[src/rtl/alert_pkg.sv]
package alert_pkg;
  localparam int DATA_W   = 16;
  localparam int CTRL_W   = 16;
  localparam int N_FUNC   = 5;
  // control/status word bit positions
  localparam int B_LATCH  = 0;
  localparam int B_POL    = 1;
  localparam int B_OVF    = 2;
  localparam int B_RDY    = 3;
  localparam int B_ALF    = 4;
  localparam int B_RDY_EN = 10;
  localparam int B_SEL_LO = 11;
  localparam int B_SEL_HI = B_SEL_LO + N_FUNC - 1;
  // function index within the select field (higher index = higher priority)
  typedef enum logic [2:0] {
    FN_PWR_OVER   = 3'd0,
    FN_BUS_UNDER  = 3'd1,
    FN_BUS_OVER   = 3'd2,
    FN_SHNT_UNDER = 3'd3,
    FN_SHNT_OVER  = 3'd4
  } func_e;
endpackage

[src/rtl/alert_func_sel.sv]
module alert_func_sel #(
  parameter int N = 5
) (
  input  logic [N-1:0] sel_i,
  output logic [N-1:0] grant_o
);
  // highest set bit wins
  for (genvar i = 0; i < N; i++) begin : g_pri
    if (i == N - 1) begin : g_top
      assign grant_o[i] = sel_i[i];
    end else begin : g_low
      assign grant_o[i] = sel_i[i] & ~(|sel_i[N-1:i+1]);
    end
  end
endmodule

[src/rtl/alert_limit_cmp.sv]
module alert_limit_cmp
  import alert_pkg::*;
#(
  parameter int W = DATA_W
) (
  input  logic [N_FUNC-1:0] grant_i,
  input  logic [W-1:0]      limit_i,
  input  logic [W-1:0]      shunt_i,
  input  logic [W-1:0]      bus_i,
  input  logic [W-1:0]      power_i,
  output logic              hit_o
);
  logic [N_FUNC-1:0] cond;

  always_comb begin
    cond                = '0;
    cond[FN_SHNT_OVER]  = $signed(shunt_i) > $signed(limit_i);
    cond[FN_SHNT_UNDER] = $signed(shunt_i) < $signed(limit_i);
    cond[FN_BUS_OVER]   = bus_i > limit_i;
    cond[FN_BUS_UNDER]  = bus_i < limit_i;
    cond[FN_PWR_OVER]   = power_i > limit_i;
  end

  assign hit_o = |(grant_i & cond);
endmodule

[src/rtl/alert_fault_flag.sv]
module alert_fault_flag (
  input  logic clk_i,
  input  logic rst_ni,
  input  logic conv_done_i,
  input  logic fault_i,
  input  logic latch_i,
  input  logic rd_i,
  output logic flag_o
);
  logic flag_q;

  always_ff @(posedge clk_i or negedge rst_ni) begin
    if (!rst_ni) begin
      flag_q <= 1'b0;
    end else if (conv_done_i && fault_i) begin
      flag_q <= 1'b1;                 // new event beats a same-cycle read
    end else if (conv_done_i && !latch_i) begin
      flag_q <= 1'b0;                 // clean conversion, transparent
    end else if (rd_i && latch_i) begin
      flag_q <= 1'b0;                 // status read, latched
    end
  end

  assign flag_o = flag_q;
endmodule

[src/rtl/alert_flag_ctrl.sv]
module alert_flag_ctrl
  import alert_pkg::*;
#(
  parameter int W = DATA_W
) (
  input  logic              clk_i,
  input  logic              rst_ni,
  input  logic              limit_we_i,
  input  logic [W-1:0]      limit_wdata_i,
  output logic [W-1:0]      limit_o,
  input  logic              ctrl_we_i,
  input  logic [CTRL_W-1:0] ctrl_wdata_i,
  input  logic              ctrl_re_i,
  output logic [CTRL_W-1:0] ctrl_rdata_o,
  input  logic              cfg_we_i,
  input  logic              cfg_sleep_i,
  input  logic              conv_done_i,
  input  logic              conv_ovf_i,
  input  logic [W-1:0]      conv_shunt_i,
  input  logic [W-1:0]      conv_bus_i,
  input  logic [W-1:0]      conv_power_i,
  output logic              alert_oe_o
);
  logic [W-1:0]      limit_q;
  logic [N_FUNC-1:0] sel_q;
  logic              rdy_en_q;
  logic              pol_q;
  logic              latch_q;
  logic [N_FUNC-1:0] grant;
  logic              hit;
  logic              alf_q;
  logic              ovf_q;
  logic              rdy_q;
  logic              alert_act;
  logic              unused_wdata;

  assign unused_wdata = ^ctrl_wdata_i[B_RDY_EN-1:B_POL+1];

  always_ff @(posedge clk_i or negedge rst_ni) begin
    if (!rst_ni) begin
      limit_q <= '0;
    end else if (limit_we_i) begin
      limit_q <= limit_wdata_i;
    end
  end

  always_ff @(posedge clk_i or negedge rst_ni) begin
    if (!rst_ni) begin
      sel_q    <= '0;
      rdy_en_q <= 1'b0;
      pol_q    <= 1'b0;
      latch_q  <= 1'b0;
    end else if (ctrl_we_i) begin
      sel_q    <= ctrl_wdata_i[B_SEL_HI:B_SEL_LO];
      rdy_en_q <= ctrl_wdata_i[B_RDY_EN];
      pol_q    <= ctrl_wdata_i[B_POL];
      latch_q  <= ctrl_wdata_i[B_LATCH];
    end
  end

  alert_func_sel #(.N(N_FUNC)) i_sel (
    .sel_i   (sel_q),
    .grant_o (grant)
  );

  alert_limit_cmp #(.W(W)) i_cmp (
    .grant_i (grant),
    .limit_i (limit_q),
    .shunt_i (conv_shunt_i),
    .bus_i   (conv_bus_i),
    .power_i (conv_power_i),
    .hit_o   (hit)
  );

  alert_fault_flag i_alf (
    .clk_i       (clk_i),
    .rst_ni      (rst_ni),
    .conv_done_i (conv_done_i),
    .fault_i     (hit),
    .latch_i     (latch_q),
    .rd_i        (ctrl_re_i),
    .flag_o      (alf_q)
  );

  alert_fault_flag i_ovf (
    .clk_i       (clk_i),
    .rst_ni      (rst_ni),
    .conv_done_i (conv_done_i),
    .fault_i     (conv_ovf_i),
    .latch_i     (latch_q),
    .rd_i        (ctrl_re_i),
    .flag_o      (ovf_q)
  );

  // ready flag: sleep-mode config writes leave it alone
  always_ff @(posedge clk_i or negedge rst_ni) begin
    if (!rst_ni) begin
      rdy_q <= 1'b0;
    end else if (conv_done_i) begin
      rdy_q <= 1'b1;
    end else if (ctrl_re_i || (cfg_we_i && !cfg_sleep_i)) begin
      rdy_q <= 1'b0;
    end
  end

  always_comb begin
    ctrl_rdata_o                    = '0;
    ctrl_rdata_o[B_SEL_HI:B_SEL_LO] = sel_q;
    ctrl_rdata_o[B_RDY_EN]          = rdy_en_q;
    ctrl_rdata_o[B_ALF]             = alf_q;
    ctrl_rdata_o[B_RDY]             = rdy_q;
    ctrl_rdata_o[B_OVF]             = ovf_q;
    ctrl_rdata_o[B_POL]             = pol_q;
    ctrl_rdata_o[B_LATCH]           = latch_q;
  end

  assign alert_act  = alf_q | (rdy_en_q & rdy_q);
  assign alert_oe_o = pol_q ? ~alert_act : alert_act;
  assign limit_o    = limit_q;
endmodule

[config.mk]
export PLATFORM = sky130hd
export DESIGN_NAME = alert_flag_ctrl
export DESIGN_NICKNAME = d
export VERILOG_FILES = /design/src/rtl/alert_pkg.sv /design/src/rtl/alert_func_sel.sv /design/src/rtl/alert_limit_cmp.sv /design/src/rtl/alert_fault_flag.sv /design/src/rtl/alert_flag_ctrl.sv
export SDC_FILE = /design/constraint.sdc
export NUM_CORES = 1
export LEC_CHECK = 0
export ABC_AREA = 1
export ABC_CLOCK_PERIOD_IN_PS = 1800
export CORE_AREA = 2 2 80 82
export CTS_CLUSTER_SIZE = 14
export DETAILED_ROUTE_END_ITERATION = 10
export DIE_AREA = 0 0 82 84
export DONT_BUFFER_PORTS = 1
export PLACE_DENSITY_LB_ADDON = 0.3
export SLEW_MARGIN = 40
export SYNTH_ARGS = -nofsm -noshare
export SYNTH_HDL_FRONTEND = slang
export SYNTH_SLANG_ARGS = --single-unit
[constraint.sdc]
create_clock -name clk_i -period 1.8 [get_ports clk_i]
set_input_delay 0.09 -clock clk_i [delete_from_list [all_inputs] [get_ports clk_i]]
set_output_delay 0.09 -clock clk_i [all_outputs]
set_load 0.005 [all_outputs]
After elaboration in Yosys (flattened, before gate mapping)
Cells that the tools add are included.
Widths: inputs -> output; s select.
Operators by class
  magnitude comparators: 5
  muxes and demuxes: 7
  bitwise logic cells: 12
  reductions and logical operators: 15
Operator list (count)
  $gt 16x16->1: 3
  $lt 16x16->1: 2
  $mux 1: 7
  $reduce_bool 3->1: 2
  $and 1x1->1: 5
  $and 5x5->5: 1
  $logic_and 1x1->1: 5
  $not 1->1: 5
  $reduce_or 5->1: 1
  $reduce_or 4->1: 1
  $reduce_or 3->1: 1
  $logic_not 1->1: 2
  $reduce_bool 2->1: 1
  $reduce_or 2->1: 1
  $logic_or 1x1->1: 1
  $or 1x1->1: 1
Word-level totals
  register bits: 27
  output and inout bits: 33
  word-level logic and storage cells: 47

Logic depth before layout (Yosys ltp)
Gate-level depths: netlist (run 1).
  depth in word-level cells: 7
  mapped depth: 17
  gate-level depth less buffers: 17

Modules after synthesis
Synthesis (run 1) repeated with hierarchy kept, for this count alone.
Unflattened totals
  cell total of the unflattened synthesis: 352
  area total of the unflattened synthesis: 2519.9 µm²
Modules (own cells, without submodules)
  alert_limit_cmp: instances 1, cells each 201, area an instance 1253.7 µm²
  alert_flag_ctrl: instances 1, cells each 126, area an instance 1122.3 µm²
  alert_fault_flag: instances 2, cells each 7, area an instance 48.8 µm²
  alert_func_sel: instances 1, cells each 11, area an instance 46.3 µm²

Worst setup path after synthesis (run 1)
No wires, ideal clock.
  kind: flip-flop to flip-flop
  start point: register limit_q[15], in the netlist limit_o[15]
  end point: register i_alf.flag_q, in the netlist i_alf.flag_o
  library setup time: 0.116 ns
  arrival: 1.464 ns
  data required time: 1.684 ns
  path slack: 0.219 ns
  stages on the path, launching flop included: 11
  cells stage by stage: dfrtp_1 inv_1 ha_1 a21oi_1 o21ai_1 a21oi_1 nand3_1 nand3_1 nand3_1 nand2_1 nand2_1
On the way
  cells in the longest elaborated chain, start to end: 5
  elaborated cells on any way between the ends: 10
  those cells by class: order compare (5); mux (1); bitwise (1); reduce/logical (3)
RTL lines
  from (decl): RTL line alert_flag_ctrl.sv:24  | logic [W-1:0] limit_q;
  from (signal assigned): RTL line alert_flag_ctrl.sv:43  | limit_q <= limit_wdata_i;
  $gt 16x16->1 (tied with other cells): RTL line alert_limit_cmp.sv:21  | cond[FN_PWR_OVER] = power_i > limit_i;
  $and 5x5->5 (*): RTL line alert_limit_cmp.sv:24  | assign hit_o = |(grant_i & cond);
  $reduce_or 5->1 (*): RTL line alert_limit_cmp.sv:24
  $logic_and 1x1->1 (*): RTL line alert_fault_flag.sv:15  | end else if (conv_done_i && fault_i) begin
  $reduce_bool 3->1 (no source line) / $mux 1 (equally long branches)
  to (signal assigned): RTL line alert_fault_flag.sv:14  | flag_q <= 1'b0;
  to (signal assigned): RTL line alert_fault_flag.sv:16  | flag_q <= 1'b1;
  to (signal assigned): RTL line alert_fault_flag.sv:18  | flag_q <= 1'b0;
  to (decl): RTL line alert_fault_flag.sv:10  | logic flag_q;
Mark *: on every way between the ends. The rest lies on a longest branch, timed or not.
A chain may end at the register's enable or synchronous reset.

Final worst setup path (run 1)
  start point: register limit_q[8], in the netlist limit_o[8]
  end point: register i_alf.flag_q, in the netlist i_alf.flag_o
The elaborated chain is that of the path after synthesis.

==> results of run 1 <==
metal layers:
layer  vias to the layer above  wire length (um)  track usage (%)
met2                        65              3040             31.7
met3                         6               415             3.57
met1                       974              2580             21.9
li1                       1084                 -                -
met5                         -                 0                0
met4                         0                61             3.94
worst max path at each step:
stage | startpoint | to | slack [ns] | cells past startpoint
2_1_floorplan | limit_o[15] | i_alf.flag_o | 0.22 | 10
3_3_place_gp | limit_o[11] | i_alf.flag_o | 0.03 | 12
3_5_place_dp | limit_o[11] | i_alf.flag_o | 0.01 | 13
4_1_cts | limit_o[9] | i_alf.flag_o | 0.002 | 10
5_1_grt | limit_o[7] | i_alf.flag_o | -0.09 | 13
6_report | limit_o[8] | i_alf.flag_o | 0.05 | 13
cell usage after synthesis (all sizes together):
library cell | instances | area share, %
nand2 | 78 | 13
a22o | 1 | 0.37
xor2 | 1 | 0.37
inv | 42 | 6.7
nor3 | 1 | 0.21
o21ai | 26 | 5.5
nand3 | 9 | 1.9
a21o | 1 | 0.32
a21oi | 23 | 5.1
nand4 | 5 | 1.3
buf | 11 | 3.5
clkinv | 2 | 0.32
o21a | 2 | 0.64
mux2 | 4 | 1.9
dfrtp | 27 | 29
nor2 | 20 | 3.6
conb | 1 | 0.16
ha | 48 | 26
clkbuf | 4 | 0.64
o31ai | 1 | 0.32
cells by family after synthesis:
logic type / share of synthesized area [%]
AND/OR/NAND/NOR: 19.9
buffers and inverters: 11.2
AO/OA/AOI/OAI: 12.2
adder cells (fa/ha/maj): 25.5
flip-flops: 28.7
multiplexers: 1.91
other: 0.159
XOR/XNOR: 0.372
cell type report:
cell class                 count  area, um2
clock buffer                   3       41.3
clock inverter                 1       7.51
fill                         621       3080
inverter                      44        165
multi-input combinational    225       1550
sequential                    27        676
tap                           77       96.3
timing repair buffer          53        483
flip-flops by register name, indices dropped and copies added (netlist names):
name          count
sel_q             5
latch_q           1
pol_q             1
limit_o          16
rdy_q             1
i_alf.flag_o      1
i_ovf.flag_o      1
rdy_en_q          1
worst register-to-register path: stages, from the launching register on:
cell     delay [ns]
dfrtp_1        0.41
inv_2          0.09
ha_4           0.27
nand2_2        0.04
nor2_2         0.09
nand4_1        0.19
inv_2          0.10
nand2_2        0.06
nand3_2        0.06
nand2_2        0.06
nor2_4         0.10
nand3_2        0.07
nand2_1        0.06
nand2_1        0.04
power groups by stage:
stage          logic, W  registers, W  clock network, W
6_report       0.000684      0.000722          0.000371
4_1_cts        0.000631      0.000717          0.000392
5_1_grt        0.000791      0.000730          0.000421
3_5_place_dp   0.000535      0.000729                 0
2_1_floorplan  0.000429      0.000717                 0
3_3_place_gp   0.000515      0.000728                 0
stage by stage:
| stage | setup WS, ns | util, % | area, um2 | hold WS (ns) | setup TNS (ns) |
|---|---|---|---|---|---|
| after floorplan | 0.219 | - | 2370 | -0.206 | 0 |
| after global placement | 0.0290 | 40.8 | 2490 | -0.205 | 0 |
| after detailed placement | 0.0120 | 40.8 | 2490 | -0.205 | 0 |
| after CTS | 0.00154 | 47.3 | 2880 | 0.0660 | 0 |
| after global routing | -0.0901 | 49.5 | 3020 | 0.124 | -0.0901 |
| final | 0.0541 | 49.5 | 3020 | 0.0913 | 0 |
timing repair:
item / CTS / global route
buffers inserted: 0 / 5
pin swaps: 0 / 11
endpoints found under the setup margin: 1 / 1
hold buffers: 32 / 0
gates resized for setup: 3 / 33
hold endpoints to repair: 54 / 0
gates cloned: 0 / 0
==> run_results.csv, run 1 <==
group,metric,value,unit
hold_path,min_from,"ctrl_re_i",
flow_run,max_cap_violations,0,
setup_path,worst_r2r_path_depth,13,
clock_network,clock_sinks,27,
logic_synthesis,yosysWarnings,0,
logic_synthesis,yosysUniqueCellTypes,27,
power,seq_power_share,40.6,%
placed_design,portBuffers,0,
final_layout,instances_no_fill,430,
global_routing,grt_max_degree,32,
power,clockPowerShare,20.9,%
final_layout,drive_gt1_share,20.7,%
setup_path,worst-setup-path-type,"reg2reg",
route,drc,0,
final_layout,layout_commonest_cell,"nand2_1",
route,drt-total-wl,6.10,mm
status,status,"finished clean",
clock_network,clk_pin_slew,0.10,ns
clock_network,clock_latency,0.28,ns
sta,setup_viol,0,
power,leakagePower,1.52,nW
setup_path,crit_fanout,4,
route,first_pass_iters,4,
die,die_height,84,um
final_layout,fin_nets,491,
clock_network,htreeDepth,1,
clock_network,cts_tree,"done",
setup_path,critPathLaunchType,"flip-flop",
sta,layout_min_cycle_time,1.75,ns
power,p_sw_share,35.6,%
global_routing,gr-usage-all-layers,17.9,%
route,vias,2129,
final_layout,area_growth,28.2,%
clock_network,clockBufferDepth,2,
hold_path,hold_path_class,"in2reg",
die,boundaryPins,122,
power,pwr-share-comb,38.5,%
placed_design,post-dp-hpwl,4.66,mm
route,vias_per_cell,4.95,
global_routing,antenna_found_initial,0,
logic_synthesis,synth_cells,307,
global_routing,grt_pass1_wl,9.67,mm
placed_design,gp_congestion,0.744,
power,power_per_cell_area,589,mW/mm2
logic_synthesis,syn_area_per_cell,7.67,um2
sta,skew,0.00286,ns
setup_path,cp_top_family,"simple AND/OR/NAND/NOR gates",
setup_path,critPathBufInv,2,
sta,max_freq,0.573,GHz
logic_synthesis,ys_seq_area_share,28.7,%
global_routing,grt_overflow,0,
setup_path,crit_chain,"inv_2, ha_4, nand2_2, nor2_2, nand4_1, inv_2, nand2_2, nand3_2, nand2_2, nor2_4, nand3_2, nand2_1, nand2_1",
global_routing,grt_pass1_vias,2199,
final_layout,diodes,0,
setup_path,critPathCaptureType,"flip-flop",
hold_path,holdPathStages,5,
setup_path,slowest_stage,"dfrtp_1",
power,intPower,0.00114,W
die,fp.coreArea,0.00610,mm2
clock_network,cts_root_buf,"clkbuf_8",
sta,rsz0062_at_grt,"yes",
setup_path,reg2reg_from,"limit_o[8]",
final_layout,final_cell_mix,"72 x nand2_1, 43 x ha_1, 30 x dlygate4sd3_1, 27 x inv_1, 27 x dfrtp_1",
power,switchingPower,0.000632,W
die,die_area,0.00689,mm2
logic_synthesis,syn_area,0.00235,mm2
sta,hold_viol,0,
setup_path,reg2reg_setup_slack,0.05,ns
hold_path,min_to,"i_alf.flag_o",
sta,period_share,97.0,%
die,start_util,38.6,%
setup_path,worst_ep_arrival_time,1.93,ns
setup_path,crit_path_max_incr_delay,0.41,ns
placed_design,placed_cells,389,
power,ir_worst_vdd,276,uV
die,rows,29,
setup_path,rr_endpoint,"i_alf.flag_o",
route,drtIter0Drc,53,
route,drtAntennaViolNets,0,
die,die_w,82,um
power,p_total,0.00178,W
setup_path,critPathRequiredTime,1.98,ns
logic_synthesis,ys_ff_latch,27,
sta,drv_slew,0,
setup_path,critical_path.most_common_cell,"nand2_2",
route,wl_per_cell,14.2,um
clock_network,cts_made_buffers,3,
Note: power is estimated with default switching activity, not from simulation.
==> run 2: changes to the inputs <==
--- a/config.mk
+++ b/config.mk
@@ -12,6 +12,7 @@
 export DETAILED_ROUTE_END_ITERATION = 10
 export DIE_AREA = 0 0 82 84
 export DONT_BUFFER_PORTS = 1
+export MAX_ROUTING_LAYER = met4
 export PLACE_DENSITY_LB_ADDON = 0.3
 export SLEW_MARGIN = 40
 export SYNTH_ARGS = -nofsm -noshare
==> run 2 against run 1 <==
Count of clock-buffer cells in the layout unchanged; combinational power up 0.6%; wire length up 0.11%; largest power group unchanged; worst setup slack better by 0.00066 ns; worst hold slack about the same.
==> run_results.csv, run 2 (synthesis results as in run 1) <==
group,metric,value,unit
status,status,"finished clean",
sta,rsz0062_at_grt,"yes",
final_layout,multi_input_area,0.00155,mm2
route,drc,0,
global_routing,antenna_found_initial,0,
power,leakagePower,1.52,nW
setup_path,critPathLaunchType,"flip-flop",
setup_path,crit_path_max_incr_delay,0.38,ns
global_routing,gr-usage-all-layers,18.4,%
power,power_per_cell_area,589,mW/mm2
flow_run,max_cap_violations,0,
die,boundaryPins,122,
die,die_w,82,um
setup_path,reg2reg_setup_slack,0.05,ns
clock_network,clockBufferDepth,2,
setup_path,critical_path.most_common_cell,"nand2_1",
route,vias,2139,
clock_network,clock_sinks,27,
global_routing,grt_max_degree,32,
setup_path,critPathCaptureType,"flip-flop",
clock_network,htreeDepth,1,
final_layout,layout_commonest_cell,"nand2_1",
power,p_total,0.00178,W
sta,max_freq,0.573,GHz
sta,skew,0.00262,ns
setup_path,path_depth,13,
setup_path,reg2reg_from,"limit_o[15]",
sta,hold_viol,0,
placed_design,post-dp-hpwl,4.66,mm
clock_network,cts_made_buffers,3,
placed_design,gp_congestion,0.754,
final_layout,fin_nets,492,
die,die_area,0.00689,mm2
route,drtAntennaViolNets,0,
route,drt-total-wl,6.11,mm
setup_path,setup.worst_path.start,"limit_o[15]",
setup_path,worst-setup-path-type,"reg2reg",
die,die_height,84,um
placed_design,portBuffers,0,
final_layout,area_growth,28.5,%
sta,fin_setup_tns,0,ns
power,ir_worst_vdd,277,uV
setup_path,worst_ep_arrival_time,1.93,ns
setup_path,rr_endpoint,"i_alf.flag_o",
route,drtIter0Drc,48,
clock_network,clk_pin_slew,0.10,ns
global_routing,grt_pass1_wl,9.65,mm
setup_path,slowest_stage,"dfrtp_1",
final_layout,diodes,0,
global_routing,grt_pass1_vias,2199,
final_layout,postLayoutCoreUtil,49.6,%
die,fp.coreArea,0.00610,mm2
setup_path,crit_fanout,4,
final_layout,regArea,676,um2
setup_path,cp-endpoint,"i_alf.flag_o",
clock_network,cts_root_buf,"clkbuf_8",
sta,setup_viol,0,
setup_path,critPathRequiredTime,1.98,ns
global_routing,grt_overflow,0,
clock_network,clock_latency,0.28,ns
final_layout,final_cell_mix,"72 x nand2_1, 43 x ha_1, 30 x dlygate4sd3_1, 27 x inv_1, 27 x dfrtp_1",
setup_path,worst_r2r_path_depth,13,
hold_path,hold_path_class,"in2reg",
sta,layout_min_cycle_time,1.75,ns
die,rows,29,
final_layout,largest_reg_flops,16,
setup_path,crit_chain,"inv_2, ha_1, nand2_1, nor2_2, buf_4, a21oi_2, nand2_1, nand2_1, nand2_2, nor2_4, nand3_2, nand2_1, nand2_1",
sta,period_share,97.0,%
sta,relSlewSlack,66.3,%
route,vias_per_cell,4.96,
sta,hold_slack,0.0909,ns
setup_path,critPathBufInv,2,
clock_network,cts_tree,"done",
route,first_pass_iters,4,
final_layout,fillerInstances,619,
route,wl_per_cell,14.2,um
setup_path,cp_top_family,"simple AND/OR/NAND/NOR gates",
sta,tightest_slew,0.505,ns
final_layout,drive_gt1_share,20.9,%
die,start_util,38.6,%
sta,drv_slew,0,
-- run 2: cell type report --
class                           count  area share (%)
Multi-Input combinational cell    225            51.2
Timing Repair Buffer               54            16.2
Clock inverter                      1           0.248
Clock buffer                        3            1.37
Sequential cell                    27            22.3
Tap cell                           77            3.19
Inverter                           44            5.46
-- run 2: worst min-delay path by stage --
stage               slack, ns  cells past startpoint       from            to
finish                   0.09                      5  ctrl_re_i  i_alf.flag_o
global route             0.12                      5  ctrl_re_i  i_alf.flag_o
CTS                      0.07                      5  ctrl_re_i  i_alf.flag_o
detailed placement      -0.20                      0     rst_ni         pol_q
global placement        -0.20                      0     rst_ni         pol_q
floorplan               -0.21                      0     rst_ni  i_alf.flag_o
-- run 2: tightest hold or removal path: cells and delay by family --
family          cells  cell delay, ns
simple gates        3            0.12
compound gates      1            0.06
buf+inv             1            0.06
-- run 2: metal layers --
metal / GRT usage (%) / wire length [um] / up-vias
met5: - / 0 / -
li1: - / - / 1085
met3: 3.03 / 385 / 6
met1: 22.2 / 2630 / 981
met2: 31.7 / 3030 / 67
met4: 3.94 / 61 / 0
-- run 2: report_power, final --
group	switching, W	internal (W)	total, W
logic	0.000364	0.000323	0.000688
clock network	0.000214	0.000158	0.000371
registers	0.0000553	0.000666	0.000722
total	0.000633	0.00115	0.00178
-- run 2: per-stage QoR --
stage / cell area, um2 / cells / worst slack (ns)
after floorplan: 2370 / 311 / 0.219
after CTS: 2880 / 425 / 0.00154
after detailed placement: 2490 / 389 / 0.0120
after global routing: 3020 / 431 / -0.0901
after global placement: 2490 / 389 / 0.0290
final: 3020 / 431 / 0.0547
-- run 2: timing repair --
action / in CTS / in global routing
setup buffers: 0 / 6
cloned: 0 / 0
hold buffers: 32 / 0
hold endpoints to repair: 54 / 0
pin swaps: 0 / 11
gates resized for setup: 3 / 33
setup endpoints to repair: 1 / 1
